<file path="src/rtl/pwm_dac_pkg.sv">
package pwm_dac_pkg;

  typedef enum logic [1:0] {
    ALIGN_LEFT   = 2'd0,
    ALIGN_RIGHT  = 2'd1,
    ALIGN_CENTRE = 2'd2,
    ALIGN_RSVD   = 2'd3
  } align_e;

  // bit positions follow the control word layout: en at bit 0, shift at 17:15
  typedef struct packed {
    logic [2:0] shift;
    logic       msb_inv;
    logic       chg;
    logic [8:0] rep_m1;
    align_e     align;
    logic       res10;
    logic       en;
  } ctrl_t;

  localparam int          CTRL_W   = $bits(ctrl_t);
  localparam int          REP_W    = 9;
  localparam logic [31:0] CTRL_RST = 32'h0000_4008;

endpackage

</file>
<file path="src/rtl/pwm_dac_regs.sv">
module pwm_dac_regs
  import pwm_dac_pkg::*;
#(
  parameter int ADDR_W = 4,
  parameter int BUS_W  = 32
) (
  input  logic              clk_i,
  input  logic              rst_ni,
  input  logic              we_i,
  input  logic [ADDR_W-1:0] addr_i,
  input  logic [CTRL_W-1:0] wdata_i,
  output logic [BUS_W-1:0]  rdata_o,
  output ctrl_t             ctrl_o,
  output logic              smp_we_o
);
  localparam logic [ADDR_W-1:0] ADDR_DATA = ADDR_W'(0);
  localparam logic [ADDR_W-1:0] ADDR_CTRL = ADDR_W'(4);

  ctrl_t ctrl_q;

  always_ff @(posedge clk_i or negedge rst_ni) begin
    if (!rst_ni) ctrl_q <= ctrl_t'(CTRL_RST[CTRL_W-1:0]);
    else if (we_i && addr_i == ADDR_CTRL) ctrl_q <= ctrl_t'(wdata_i);
  end

  always_comb begin
    rdata_o = '0;
    if (addr_i == ADDR_CTRL) rdata_o = {{(BUS_W-CTRL_W){1'b0}}, ctrl_q};
  end

  assign ctrl_o   = ctrl_q;
  assign smp_we_o = we_i && (addr_i == ADDR_DATA);
endmodule

</file>
<file path="src/rtl/pwm_dac_seq.sv">
module pwm_dac_seq
  import pwm_dac_pkg::*;
#(
  parameter int DATA_W = 16,
  parameter int N_CH   = 2,
  parameter int CNT_W  = 10,
  parameter int LO_W   = 8
) (
  input  logic                       clk_i,
  input  logic                       rst_ni,
  input  logic                       en_i,
  input  logic                       res10_i,
  input  logic [REP_W-1:0]           rep_m1_i,
  input  logic                       smp_we_i,
  input  logic                       wide_i,
  input  logic [N_CH*DATA_W-1:0]     wdata_i,
  output logic                       ready_o,
  output logic                       wrap_o,
  output logic [CNT_W-1:0]           cnt_o,
  output logic [N_CH-1:0][DATA_W-1:0] smp_o
);
  localparam logic [CNT_W-1:0] LAST_LO = CNT_W'((1 << LO_W) - 1);
  localparam logic [CNT_W-1:0] LAST_HI = {CNT_W{1'b1}};

  logic [N_CH-1:0][DATA_W-1:0] hold_q, act_q;
  logic                        full_q;
  logic [CNT_W-1:0]            cnt_q;
  logic [REP_W-1:0]            rep_q;
  logic [CNT_W-1:0]            last;
  logic                        wrap, seg_end, load, accept;

  assign last    = res10_i ? LAST_HI : LAST_LO;
  assign wrap    = en_i && (cnt_q >= last);
  assign seg_end = wrap && (rep_q == rep_m1_i);
  assign load    = full_q && (!en_i || seg_end);
  assign accept  = smp_we_i && !full_q;

  always_ff @(posedge clk_i or negedge rst_ni) begin
    if (!rst_ni) begin
      cnt_q <= '0;
      rep_q <= '0;
    end else if (!en_i) begin
      cnt_q <= '0;
      rep_q <= '0;
    end else if (wrap) begin
      cnt_q <= '0;
      rep_q <= seg_end ? '0 : rep_q + 1'b1;
    end else begin
      cnt_q <= cnt_q + 1'b1;
    end
  end

  always_ff @(posedge clk_i or negedge rst_ni) begin
    if (!rst_ni) full_q <= 1'b0;
    else if (accept) full_q <= 1'b1;
    else if (load) full_q <= 1'b0;
  end

  for (genvar ch = 0; ch < N_CH; ch++) begin : g_ch
    // narrow writes feed every channel from the low lane
    logic [DATA_W-1:0] lane;
    assign lane = wide_i ? wdata_i[ch*DATA_W +: DATA_W] : wdata_i[DATA_W-1:0];

    always_ff @(posedge clk_i or negedge rst_ni) begin
      if (!rst_ni) begin
        hold_q[ch] <= '0;
        act_q[ch]  <= '0;
      end else begin
        if (accept) hold_q[ch] <= lane;
        if (load) act_q[ch] <= hold_q[ch];
      end
    end
  end

  assign ready_o = !full_q;
  assign wrap_o  = wrap;
  assign cnt_o   = cnt_q;
  assign smp_o   = act_q;
endmodule

</file>
<file path="src/rtl/pwm_dac_chan.sv">
module pwm_dac_chan
  import pwm_dac_pkg::*;
#(
  parameter int DATA_W = 16,
  parameter int CNT_W  = 10,
  parameter int LO_W   = 8,
  parameter int SH_W   = 3
) (
  input  logic              clk_i,
  input  logic              rst_ni,
  input  logic              en_i,
  input  logic              res10_i,
  input  align_e            align_i,
  input  logic              msb_inv_i,
  input  logic [SH_W-1:0]   shift_i,
  input  logic [DATA_W-1:0] smp_i,
  input  logic [CNT_W-1:0]  cnt_i,
  output logic              pwm_o
);
  localparam int PW = CNT_W + 1;
  localparam logic [PW-1:0] PER_LO = PW'(1 << LO_W);
  localparam logic [PW-1:0] PER_HI = PW'(1 << CNT_W);

  logic [DATA_W-1:0] flipped, conv;
  logic [PW-1:0]     duty, per, cnt, start;
  logic              hit, pwm_q;

  assign flipped = smp_i ^ {msb_inv_i, {(DATA_W-1){1'b0}}};
  assign conv    = flipped << shift_i;
  assign duty    = res10_i ? PW'(conv[DATA_W-1 -: CNT_W]) : PW'(conv[DATA_W-1 -: LO_W]);
  assign per     = res10_i ? PER_HI : PER_LO;
  assign cnt     = PW'(cnt_i);
  assign start   = (per - duty) >> 1;

  always_comb begin
    unique case (align_i)
      ALIGN_RIGHT:  hit = cnt >= (per - duty);
      ALIGN_CENTRE: hit = (cnt >= start) && (cnt < start + duty);
      default:      hit = cnt < duty;
    endcase
  end

  always_ff @(posedge clk_i or negedge rst_ni) begin
    if (!rst_ni) pwm_q <= 1'b0;
    else pwm_q <= en_i && hit;
  end

  assign pwm_o = pwm_q;
endmodule

</file>
<file path="src/rtl/pwm_audio_dac.sv">
module pwm_audio_dac
  import pwm_dac_pkg::*;
#(
  parameter int DATA_W = 16,
  parameter int N_CH   = 2,
  parameter int CNT_W  = 10,
  parameter int LO_W   = 8,
  parameter int ADDR_W = 4,
  localparam int BUS_W = N_CH * DATA_W
) (
  input  logic              clk_i,
  input  logic              rst_ni,
  input  logic              reg_we_i,
  input  logic              reg_wide_i,
  input  logic [ADDR_W-1:0] reg_addr_i,
  input  logic [BUS_W-1:0]  reg_wdata_i,
  output logic [BUS_W-1:0]  reg_rdata_o,
  output logic              smp_ready_o,
  output logic [N_CH-1:0]   pwm_o
);
  ctrl_t                       ctrl;
  logic                        smp_we;
  logic                        wrap_w;
  logic [CNT_W-1:0]            cnt_w;
  logic [N_CH-1:0][DATA_W-1:0] act;
  logic                        en_w, res10_w;

  assign en_w    = ctrl.en;
  assign res10_w = ctrl.res10;

  pwm_dac_regs #(.ADDR_W(ADDR_W), .BUS_W(BUS_W)) u_regs (
    .clk_i    (clk_i),
    .rst_ni   (rst_ni),
    .we_i     (reg_we_i),
    .addr_i   (reg_addr_i),
    .wdata_i  (reg_wdata_i[CTRL_W-1:0]),
    .rdata_o  (reg_rdata_o),
    .ctrl_o   (ctrl),
    .smp_we_o (smp_we)
  );

  pwm_dac_seq #(.DATA_W(DATA_W), .N_CH(N_CH), .CNT_W(CNT_W), .LO_W(LO_W)) u_seq (
    .clk_i    (clk_i),
    .rst_ni   (rst_ni),
    .en_i     (en_w),
    .res10_i  (res10_w),
    .rep_m1_i (ctrl.rep_m1),
    .smp_we_i (smp_we),
    .wide_i   (reg_wide_i),
    .wdata_i  (reg_wdata_i),
    .ready_o  (smp_ready_o),
    .wrap_o   (wrap_w),
    .cnt_o    (cnt_w),
    .smp_o    (act)
  );

  for (genvar ch = 0; ch < N_CH; ch++) begin : g_pwm
    pwm_dac_chan #(.DATA_W(DATA_W), .CNT_W(CNT_W), .LO_W(LO_W), .SH_W(3)) u_chan (
      .clk_i     (clk_i),
      .rst_ni    (rst_ni),
      .en_i      (en_w),
      .res10_i   (res10_w),
      .align_i   (ctrl.align),
      .msb_inv_i (ctrl.msb_inv),
      .shift_i   (ctrl.shift),
      .smp_i     (act[ch]),
      .cnt_i     (cnt_w),
      .pwm_o     (pwm_o[ch])
    );
  end
endmodule

</file>
<file path="config.mk">
export PLATFORM = sky130hd
export DESIGN_NAME = pwm_audio_dac
export DESIGN_NICKNAME = d
export VERILOG_FILES = /design/src/rtl/pwm_dac_pkg.sv /design/src/rtl/pwm_dac_regs.sv /design/src/rtl/pwm_dac_seq.sv /design/src/rtl/pwm_dac_chan.sv /design/src/rtl/pwm_audio_dac.sv
export SDC_FILE = /design/constraint.sdc
export NUM_CORES = 1
export LEC_CHECK = 0
export BUFFER_PORTS_ARGS = -buffer_cell sky130_fd_sc_hd__buf_2
export CAP_MARGIN = 20
export CORE_ASPECT_RATIO = 0.7
export CORE_MARGIN = 2
export CORE_UTILIZATION = 42
export DETAILED_ROUTE_END_ITERATION = 12
export GPL_TIMING_DRIVEN = 0
export SKIP_LAST_GASP = 1
export SYNTH_ARGS = -nofsm -noshare
export SYNTH_HDL_FRONTEND = slang
export SYNTH_SLANG_ARGS = --single-unit
</file>
<file path="constraint.sdc">
create_clock -name clk_i -period 9.9 [get_ports clk_i]
set_clock_uncertainty 0.1 [all_clocks]
set_input_delay 1.485 -clock clk_i [delete_from_list [all_inputs] [get_ports clk_i]]
set_output_delay 1.485 -clock clk_i [all_outputs]
set_load 0.02 [all_outputs]
</file>
==> results of run 1 <==
[cell usage in the layout, fill, tap and decap left out, types with 4 or more instances in the layout]
cell type	count
mux4_1	5
conb_1	14
nand4_1	6
a311oi_1	4
and3_1	26
nor3_1	10
xor2_1	24
o31ai_1	4
mux2i_1	47
mux4_2	14
nor2_1	47
ha_1	104
nand3_1	20
inv_1	51
clkbuf_1	22
a21oi_1	32
o211ai_1	6
a21o_1	26
dfrtp_1	102
o21a_1	12
a211oi_1	7
buf_2	62
xnor2_1	33
nor3b_1	5
nor2b_1	5
o21ai_0	45
nand2_1	51
mux2_2	78
nand2b_1	12
buf_1	8
clkbuf_16	9
buf_4	18
[registers in the layout, summed over array words and instances, names as in the netlist]
name / count
g_pwm.u_chan.pwm_o: 2
u_seq.cnt_o: 10
u_seq.smp_o: 32
u_seq.full_q: 1
u_seq.hold_q: 32
u_regs.ctrl_o: 18
u_seq.rep_q: 9
[per-layer routing]
metal,track usage [%],up-vias
li1,-,3376
met5,0,-
met1,34.7,3297
met2,28.3,115
met3,3.19,13
met4,3.31,0
[synth_stat cells, drive strengths merged (4+ instances only)]
library cell / n
mux4: 19
mux2: 79
o21ai: 46
xnor2: 33
nand3: 20
or3: 4
nor3b: 6
a21oi: 32
a311oi: 4
xor2: 24
a211oi: 7
nor3: 10
a21o: 26
dfrtp: 102
nand2: 51
nor2b: 5
nand4: 6
and2: 4
clkbuf: 20
mux2i: 47
nor2: 47
and3: 26
o211ai: 6
nand2b: 12
ha: 104
o31ai: 4
inv: 53
buf: 30
o21a: 12
[worst min-delay path, stage by stage, from the launching register on]
cell	delay, ns
dfrtp_1	0.35
nand2_1	0.04
o21ai_0	0.06
[cell families after synthesis]
kind of cell             count (synthesis)  synth area share [%]
XOR/XNOR                                57                  5.67
adder cells (fa/ha/maj)                104                  14.8
flip-flops                             104                  29.6
other                                    1                0.0426
multiplexers                           145                  20.5
AO/OA/AOI/OAI                          167                  12.4
buffers and inverters                  105                  5.37
AND/OR/NAND/NOR                        202                  11.7
[where the power goes]
group / internal, uW / switching (uW)
clock network: 173 / 166
registers: 541 / 126
logic: 1160 / 1380
[layout make-up]
type	instances	area (um^2)	share of cell area [%]
clock buffers	11	233	2.37
multi-input cells	689	5780	59.0
well taps	276	345	3.52
clock inverters	5	38.8	0.396
repair buffers	60	325	3.32
diodes	1	2.50	0.0255
inverters	55	209	2.13
plain buffers	50	264	2.69
flip-flops and latches	104	2610	26.6
[through the flow]
| step | hold slack (ns) | instances | util [%] | cell area, um^2 |
|---|---|---|---|---|
| finish | 0.382 | 1251 | 47.5 | 9800 |
| global route | 0.406 | 1250 | 47.5 | 9800 |
| detailed placement | 0.368 | 1234 | 46.2 | 9530 |
| floorplan | 0.346 | 898 | - | 8860 |
| CTS | 0.385 | 1250 | 47.5 | 9800 |
| global placement | 0.361 | 1233 | 46.0 | 9500 |
[final timing paths]
| kind | from | endpoint | slack [ns] | cells past startpoint |
|---|---|---|---|---|
| setup / recovery | u_regs.ctrl_o[17] | g_pwm[0].u_chan.pwm_o | 3.84 | 20 |
| hold / removal | u_seq.hold_q[27] | u_seq.hold_q[27] | 0.38 | 2 |
| hold reg to reg | u_seq.hold_q[27] | u_seq.hold_q[27] | 0.38 | 2 |
| max in group asynchronous | rst_ni | u_regs.ctrl_o[14] | 7.96 | 2 |
| setup reg to reg | u_regs.ctrl_o[17] | g_pwm[0].u_chan.pwm_o | 3.84 | 20 |
| min in group asynchronous | rst_ni | u_seq.rep_q[6] | 0.99 | 1 |
==> metrics.yaml, run 1 <==
outcome:
  run_status: "complete, no violations"
die:
  die_area_um2: 22200
  row_count: 44
  core_um2: 20600
  die-width_um: 177
  die_h_um: 125
  start_util_pct: 42.7
  io_pins: 75
cells_and_area:
  syn2layout_area_growth_pct: 11.3
  drive_above_1_share_pct: 20.4
  nNetsFinal: 1113
  nFillCells: 1970
routing:
  wl_per_cell_um: 17.9
  wl_met1_mm: 12.4
  ant_nets: 0
  met2_length_mm: 8.90
  vias_per_cell: 5.44
  top_layer: "met4"
  drt_iter0_drc: 420
  vias: 6801
  drc_errors: 0
  drt-total-wl_mm: 22.5
  wl_met3_mm: 1.02
  firstDrtPassIters: 7
setup_path:
  critical-path-slowest-cell: "nor4b_1"
  cpPeakStageDelay_ns: 0.73
  worst-endpoint-arrival_ns: 6.19
  endpoint_kind: "flip-flop"
  critPathRequiredTime_ns: 10.02
  critical_path_buf_inv_count: 3
  path_class: "reg2reg"
  start_kind: "flip-flop"
  path_cells: "buf_2, buf_2, buf_1, mux4_2, nand2_1, o31a_1, and2_1, a21oi_1, nor4b_1, xnor2_1, ha_1, a21o_1, a221o_1, a21oi_1, xor2_1, ha_1, nand3_1, o31ai_1, o311ai_0, a21o_1"
  cp_max_fo: 10
  crit_family: "compound AO/OA/AOI/OAI gates"
clocking:
  clk_latency_ns: 0.35
  htreeDepth: 3
  holdBufCountCts: 0
  root_buffer: "clkbuf_16"
  cts_sinks: 104
  cts.repair.resized: 0
  cts_setup_buffers: 0
  cts_tree: "built"
  cts_made_buffers: 9
  clockBufferDepth: 2
  clkTransAtPathRegs_ns: 0.07
power:
  power.total_uw: 3540
  vdd.ir_drop.worst_v: 0.000194
  powerDensity_nw_per_um2: 361
  p_leak_uw: 0.00497
synth:
  netlist.area_leader.share_pct: 29.0
  ys_ff_latch: 104
  synthFlopType: "dfrtp_1"
  synth_edf_count: 0
  yosysWarnings: 0
  synth-async-reset-ratio_pct: 100
  synth.distinct_cells: 71
  yosysTopAreaCell: "dfrtp_1"
  ys_top_cells_by_area: "dfrtp_1, ha_1, mux2_2, mux2i_1, mux4_2"
  syn_inst: 885
  synth_seq_area_share_pct: 29.6
  syn_area_um2: 8810
  synth_area_per_cell_um2: 9.96
placement:
  dp_slack_ns: 3.93
  io_buffers: 59
  place_hpwl_mm: 18.0
  gp_congestion: 0.862
global_routing:
  antenna_found_initial: 0
  grt_pass1_wl_mm: 36.3
  grt_util_all_layers_pct: 20.9
  grt_max_degree: 72
  grt_pass1_vias: 6494
  overflow: 0
timing:
  setup_viol: 0
  finalSetupTns_ns: 0
  worst_slack_ns: 3.84
  drv_slew: 0
  fmax_mhz: 165
  min_period_ns: 6.06
  grt_setup_unrepaired: "no"
  slew_headroom_pct: 46.2
  hold_viol_final: 0
  finalCritPeriodShare_pct: 61.2
  worst_slew_pin_slew_ns: 0.801
hold_path:
  hp-class: "reg2reg"
run:
  maxCapViolCount: 0
Power figures use the tool's default switching activity.
==> run 2, diff against run 1 <==
==> constraint.sdc (replaced) <==
create_clock -name clk_i -period 5.6 [get_ports clk_i]
set_clock_uncertainty 0.1 [all_clocks]
set_input_delay 0.84 -clock clk_i [delete_from_list [all_inputs] [get_ports clk_i]]
set_output_delay 0.84 -clock clk_i [all_outputs]
set_load 0.02 [all_outputs]
==> run 2 against run 1 <==
  * Combinational power grew 90%
  * First-iteration DRC count rose by 11%
  * Flip-flop and latch count did not move
  * Utilization is 1.2 points higher
  * Clock-buffer cell count is the same
==> metrics.yaml, run 2 (synthesized netlist as in run 1, its figures left out) <==
outcome:
  run_status: "complete, no violations"
clocking:
  htreeDepth: 3  # unchanged
  clkTransAtPathRegs_ns: 0.07  # about the same
  root_buffer: "clkbuf_16"
  clockBufferDepth: 2  # unchanged
  cts_sinks: 104  # unchanged
  cts_tree: "built"
  clk_latency_ns: 0.36  # about the same
  cts_made_buffers: 9  # unchanged
setup_path:
  start_kind: "flip-flop"
  cpPeakStageDelay_ns: 0.61  # -0.12 ns
  worst-endpoint-arrival_ns: 5.51  # -0.68 ns
  path_class: "reg2reg"
  endpoint_kind: "flip-flop"
  critPathRequiredTime_ns: 5.78  # -4.24 ns
  crit_path_frequent_cell: "a21o_1"
  path_cells: "buf_6, mux4_1, mux2i_2, mux2i_2, inv_2, ha_1, inv_1, a21o_1, or3_4, xor2_1, ha_2, a21o_1, a41oi_2, buf_4, xor2_1, ha_1, a2111oi_1, o31ai_2, o311ai_1, a21o_1"
  worstReg2RegStart: "u_regs.ctrl_o[15]"
  cp_max_fo: 7  # -3
  critical-path-slowest-cell: "mux4_1"
  startpoint: "u_regs.ctrl_o[15]"
die:
  io_pins: 75  # unchanged
  die_area_um2: 22200  # unchanged
  row_count: 44  # unchanged
  die-width_um: 177  # unchanged
  core_um2: 20600  # unchanged
  die_h_um: 125  # unchanged
  start_util_pct: 42.7  # unchanged
global_routing:
  grt_pass1_wl_mm: 36.4  # about the same
  grt_util_all_layers_pct: 20.9  # about the same
  antenna_found_initial: 0  # unchanged
  grt_pass1_vias: 6490  # -0.062%
  grt_max_degree: 72  # unchanged
  overflow: 0  # unchanged
timing:
  finalSetupTns_ns: 0  # unchanged
  worst_slack_ns: 0.269  # -3.57 ns
  worst_slew_pin_slew_ns: 0.789  # -0.0118 ns
  min_period_ns: 5.33  # -0.730 ns
  hold_viol_final: 0  # unchanged
  finalCritPeriodShare_pct: 95.2  # +34 points
  holdWs_ns: 0.337  # -0.0444 ns
  slew_headroom_pct: 47.0  # +0.80 points
  drv_slew: 0  # unchanged
  setup_viol: 0  # unchanged
  grt_setup_unrepaired: "yes"
  fmax_mhz: 188  # +14%
routing:
  drt_iter0_drc: 465  # +11%
  vias: 6922  # +1.8%
  wl_per_cell_um: 18.3  # +1.8%
  drc_errors: 0  # unchanged
  drt-total-wl_mm: 23.0  # +2.3%
  ant_nets: 0  # unchanged
  vias_per_cell: 5.51  # +1.3%
  firstDrtPassIters: 7  # unchanged
power:
  pwr-share-comb_pct: 73.1  # +1.5 points
  powerDensity_nw_per_um2: 658  # +82%
  p_int_uw: 3490  # +87%
  vdd.ir_drop.worst_v: 0.000356  # +84%
  power_frac_seq_pct: 17.8  # -1.0 points
  switching_power_uw: 3120  # +87%
  clkPwrFrac_pct: 9.1  # -0.5 points
  p_leak_uw: 0.00503  # +1.2%
  switching_share_pct: 47.2  # about the same
cells_and_area:
  syn2layout_area_growth_pct: 14.1
  nNetsFinal: 1119  # +0.54%
  utilization_pct: 48.7  # +1.2 points
  drive_above_1_share_pct: 24.8  # +4.4 points
  layout_common_cells: "ha_1, dfrtp_1, mux2_2"
placement:
  dp_slack_ns: -0.368  # -4.30 ns
  gp_congestion: 0.862  # unchanged
  io_buffers: 59  # unchanged
  place_hpwl_mm: 18.0  # unchanged
hold_path:
  hp-class: "in2async"
run:
  maxCapViolCount: 0  # unchanged
-- run 2: changes by cell type in the layout (fill, tap and decap cells not counted), sizes merged --
| cell | delta |
|---|---|
| buf | +5 |
| clkbuf | +1 |
-- run 2: power by group through the flow --
stage / Clock (uW) / Combinational (uW) / Sequential, uW
floorplan: 0 / 3590 / 1100
global placement: 0 / 4380 / 1190
detailed placement: 0 / 4440 / 1190
CTS: 615 / 4510 / 1170
global route: 642 / 5460 / 1210
finish: 603 / 4830 / 1180
-- run 2: final timing paths --
| path | endpoint | slack [ns] | cells past startpoint |
|---|---|---|---|
| max | g_pwm[0].u_chan.pwm_o | 0.27 | 20 |
| min | u_seq.rep_q[6] | 0.34 | 1 |
| max reg2reg | g_pwm[0].u_chan.pwm_o | 0.27 | 20 |
| min reg2reg | u_seq.hold_q[27] | 0.38 | 2 |
| max in group asynchronous | u_regs.ctrl_o[14] | 4.31 | 2 |
| min in group clk_i | u_seq.hold_q[27] | 0.38 | 2 |
-- run 2: stage by stage --
stage               cells  cell area (um^2)  total power (uW)
finish               1257             10000              6610
global route         1256             10000              7320
CTS                  1250              9850              6300
detailed placement   1234              9530              5630
global placement     1233              9500              5560
floorplan             898              8860              4680
-- run 2: area by class of cell --
type / count / area [um^2]
Inverter: 55 / 209
Tap cell: 276 / 345
Clock inverter: 5 / 38.8
Buffer: 50 / 292
Timing Repair Buffer: 66 / 370
Antenna cell: 1 / 2.50
Clock buffer: 11 / 233
Fill cell: 1937 / 10600
Multi-Input combinational cell: 689 / 5950
Sequential cell: 104 / 2610
-- run 2: critical path: cells and delay by family (launching register included) --
| family | cells | cell delay, ns |
|---|---|---|
| flops | 1 | 0.34 |
| buf+inv | 4 | 0.54 |
| compound gates | 7 | 1.65 |
| fa+ha+maj | 3 | 0.79 |
| xor+xnor | 2 | 0.35 |
| mux | 3 | 1.07 |
| simple gates | 1 | 0.39 |
-- run 2: timing repair --
action	4_1_cts	5_1_grt
buffers inserted	0	6
pin swaps	0	3
gates resized for setup	12	49
hold buffers	0	0
cloned	0	0
setup endpoints to repair	2	2
-- run 2: routing by layer --
layer	GRT usage [%]	part of all wire (%)
met1	34.8	54
met2	28.3	41
met5	0	0
met4	3.31	0.74
met3	3.19	4.4
==> run 3, diff against run 2 <==
--- a/config.mk
+++ b/config.mk
@@ -9,10 +9,12 @@
 export CAP_MARGIN = 20
 export CORE_ASPECT_RATIO = 0.7
 export CORE_MARGIN = 2
-export CORE_UTILIZATION = 42
+export CORE_UTILIZATION = 63
 export DETAILED_ROUTE_END_ITERATION = 12
 export GPL_TIMING_DRIVEN = 0
+export PLACE_DENSITY = 0.83
 export SKIP_LAST_GASP = 1
 export SYNTH_ARGS = -nofsm -noshare
 export SYNTH_HDL_FRONTEND = slang
+export SYNTH_HIERARCHICAL = 1
 export SYNTH_SLANG_ARGS = --single-unit
==> run 3 against run 2 <==
  * The flow now finishes with violations (DRC)
  * Hold slack lost 0.012 ns
  * Global-route usage rose by 14 points
  * First-iteration DRC count rose to 3.5 times the previous value
  * Largest power group unchanged
  * Non-clock buffer count grew 52
  * Power is 42% lower
==> metrics.yaml, run 3 <==
clocking:
  cts_made_buffers: 9  # unchanged
  cts_tree: "built"
  clkTransAtPathRegs_ns: 0.08  # about the same
  htreeDepth: 3  # unchanged
  holdBufCountCts: 0  # unchanged
  clk_latency_ns: 0.36  # about the same
  clockBufferDepth: 2  # unchanged
  cts_sinks: 104  # unchanged
  root_buffer: "clkbuf_16"
power:
  vdd.ir_drop.worst_v: 0.000154  # -57%
  p_leak_uw: 0.00510  # +1.4%
  switching_share_pct: 43.7  # -3.4 points
  clkPwrFrac_pct: 16.8  # +7.7 points
  pwr-share-comb_pct: 56.5  # -17 points
  p_int_uw: 2150  # -38%
  switching_power_uw: 1670  # -46%
  power_frac_seq_pct: 26.7  # +8.9 points
  powerDensity_nw_per_um2: 324  # -51%
run:
  maxCapViolCount: 0  # unchanged
setup_path:
  path_class: "reg2reg"
  r2r_cells: 23  # +15%
  crit_path_frequent_cell: "mux2i_4"
  crit_family: "simple AND/OR/NAND/NOR gates"
  start_kind: "flip-flop"
  cp_max_fo: 6  # -1
  cpPeakStageDelay_ns: 0.57  # -0.04 ns
  endpoint_kind: "flip-flop"
  reg2reg_to: "g_pwm[0].u_chan/pwm_o"
  critical_path_buf_inv_count: 3  # -1
  worst-endpoint-arrival_ns: 5.61  # +0.10 ns
  path_cells: "buf_8, mux4_2, mux2i_4, mux2i_4, buf_4, nor3_4, nand3_2, or3_4, nor3_2, xnor2_1, and2_1, ha_2, inv_2, nor4_2, a21oi_1, o311ai_0, a211oi_2, ha_1, a2111oi_4, nand2_1, o21ai_2, o211ai_1, a221oi_2"
  critical-path-slowest-cell: "mux4_2"
  worstReg2RegStart: "u_regs/ctrl_o[15]"
  critPathRequiredTime_ns: 5.76  # -0.02 ns
  r2r_slack_ns: 0.16  # -0.11 ns
cells_and_area:
  drive_above_1_share_pct: 23.8  # -1.0 points
  diodes: 0  # -1
  nNetsFinal: 1332  # +19%
  final_cells: 1416  # +13%
  utilization_pct: 73.2  # +24 points
  layout_common_cells: "ha_1, dfrtp_1, buf_2"
  syn2layout_area_growth_pct: 14.9
placement:
  placedCellCount: 1371  # +11%
  io_buffers: 59  # unchanged
  gp_congestion: 0.931  # +8.0%
  place_hpwl_mm: 21.6  # +20%
outcome:
  violations: "DRC"
  run_status: "finished with violations"
timing:
  worst_slew_pin_slew_ns: 0.954  # +0.165 ns
  fmax_mhz: 184  # -2.1%
  slew_headroom_pct: 35.9  # -11 points
  drv_slew: 0  # unchanged
  holdWs_ns: 0.325  # -0.0124 ns
  setup_viol: 0  # unchanged
  hold_viol_final: 0  # unchanged
  finalCritPeriodShare_pct: 97.2  # +2.0 points
  min_period_ns: 5.44  # +0.114 ns
synth:
  synth_area_per_cell_um2: 9.59  # -3.7%
  syn_inst: 1073  # +21%
  yosysWarnings: 6  # +6
  syn_area_um2: 10300  # +17%
die:
  start_util_pct: 63.7  # +21 points
  die_area_um2: 17400  # -22%
  die-width_um: 157  # -12%
  row_count: 39  # -11%
  io_pins: 75  # unchanged
  die_h_um: 111  # -11%
  core_um2: 16200  # -22%
routing:
  drt_iter0_drc: 1640  # +250%
  wl_per_cell_um: 21.4  # +17%
  vias_per_cell: 6.78  # +23%
  ant_nets: 0  # unchanged
  drc_errors: 3  # +3
  vias: 9595  # +39%
  drt-total-wl_mm: 30.2  # +32%
  firstDrtPassIters: 13  # +6
global_routing:
  gr-usage-met1_pct: 50.3  # +16 points
  grt_pass1_wl_mm: 47.8  # +31%
  met2_usage_pct: 51.2  # +23 points
  grt_max_degree: 73  # +1.4%
  grt_pass1_vias: 9058  # +40%
  grtUsageMet3_pct: 8.29  # +5.1 points
  grt_util_all_layers_pct: 34.7  # +14 points
  grt-busiest-layer: "met2"
  antenna_found_initial: 0  # unchanged
  overflow: 0  # unchanged
hold_path:
  hp-class: "in2async"
[run 3: metal layers]
metal	wire length [um]	part of all wire (%)
met5	0	0
met4	974	3.2
met3	3290	11
met2	13200	44
met1	12800	42
[run 3: timing repair]
action                     4_1_cts  5_1_grt
resized for setup               29       50
buffers inserted                 1       30
setup endpoints to repair        2        2
pin swaps                        0       18
[run 3: final cells by class]
| type | count | area (um^2) |
|---|---|---|
| Multi-Input combinational cell | 839 | 7350 |
| Inverter | 64 | 241 |
| Fill cell | 1145 | 4340 |
| Sequential cell | 104 | 2610 |
| Clock buffer | 10 | 229 |
| Timing Repair Buffer | 91 | 566 |
| Buffer | 77 | 479 |
| Tap cell | 225 | 282 |
| Clock inverter | 6 | 60.1 |
[run 3: worst max path at each step]
stage | start | end | slack [ns] | depth (start not counted)
floorplan | u_regs/ctrl_o[16] | g_pwm[0].u_chan/pwm_o | 0.41 | 21
global placement | u_regs/ctrl_o[16] | g_pwm[1].u_chan/pwm_o | -0.58 | 23
detailed placement | u_regs/ctrl_o[16] | g_pwm[0].u_chan/pwm_o | -0.78 | 21
CTS | u_regs/ctrl_o[15] | g_pwm[0].u_chan/pwm_o | -0.01 | 22
global route | u_regs/ctrl_o[15] | g_pwm[0].u_chan/pwm_o | -0.11 | 24
finish | u_regs/ctrl_o[15] | g_pwm[0].u_chan/pwm_o | 0.16 | 23
[run 3: per-stage QoR]
stage               setup TNS [ns]  instance area [um^2]  power (uW)  setup slack (ns)
floorplan                        0                 10300        2410             0.407
CTS                        -0.0118                 11400        3580           -0.0118
global route                -0.120                 11800        4080            -0.110
global placement             -1.08                 10900        2810            -0.580
finish                           0                 11800        3820             0.156
detailed placement           -1.41                 10900        2890            -0.782
[run 3: power by group through the flow]
stage          sequential (uW)  combinational (uW)  clock, uW
5_1_grt                   1030                2370        675
3_3_place_gp              1020                1790          0
6_report                  1020                2160        642
3_5_place_dp              1030                1860          0
2_1_floorplan              967                1450          0
4_1_cts                   1020                1920        642
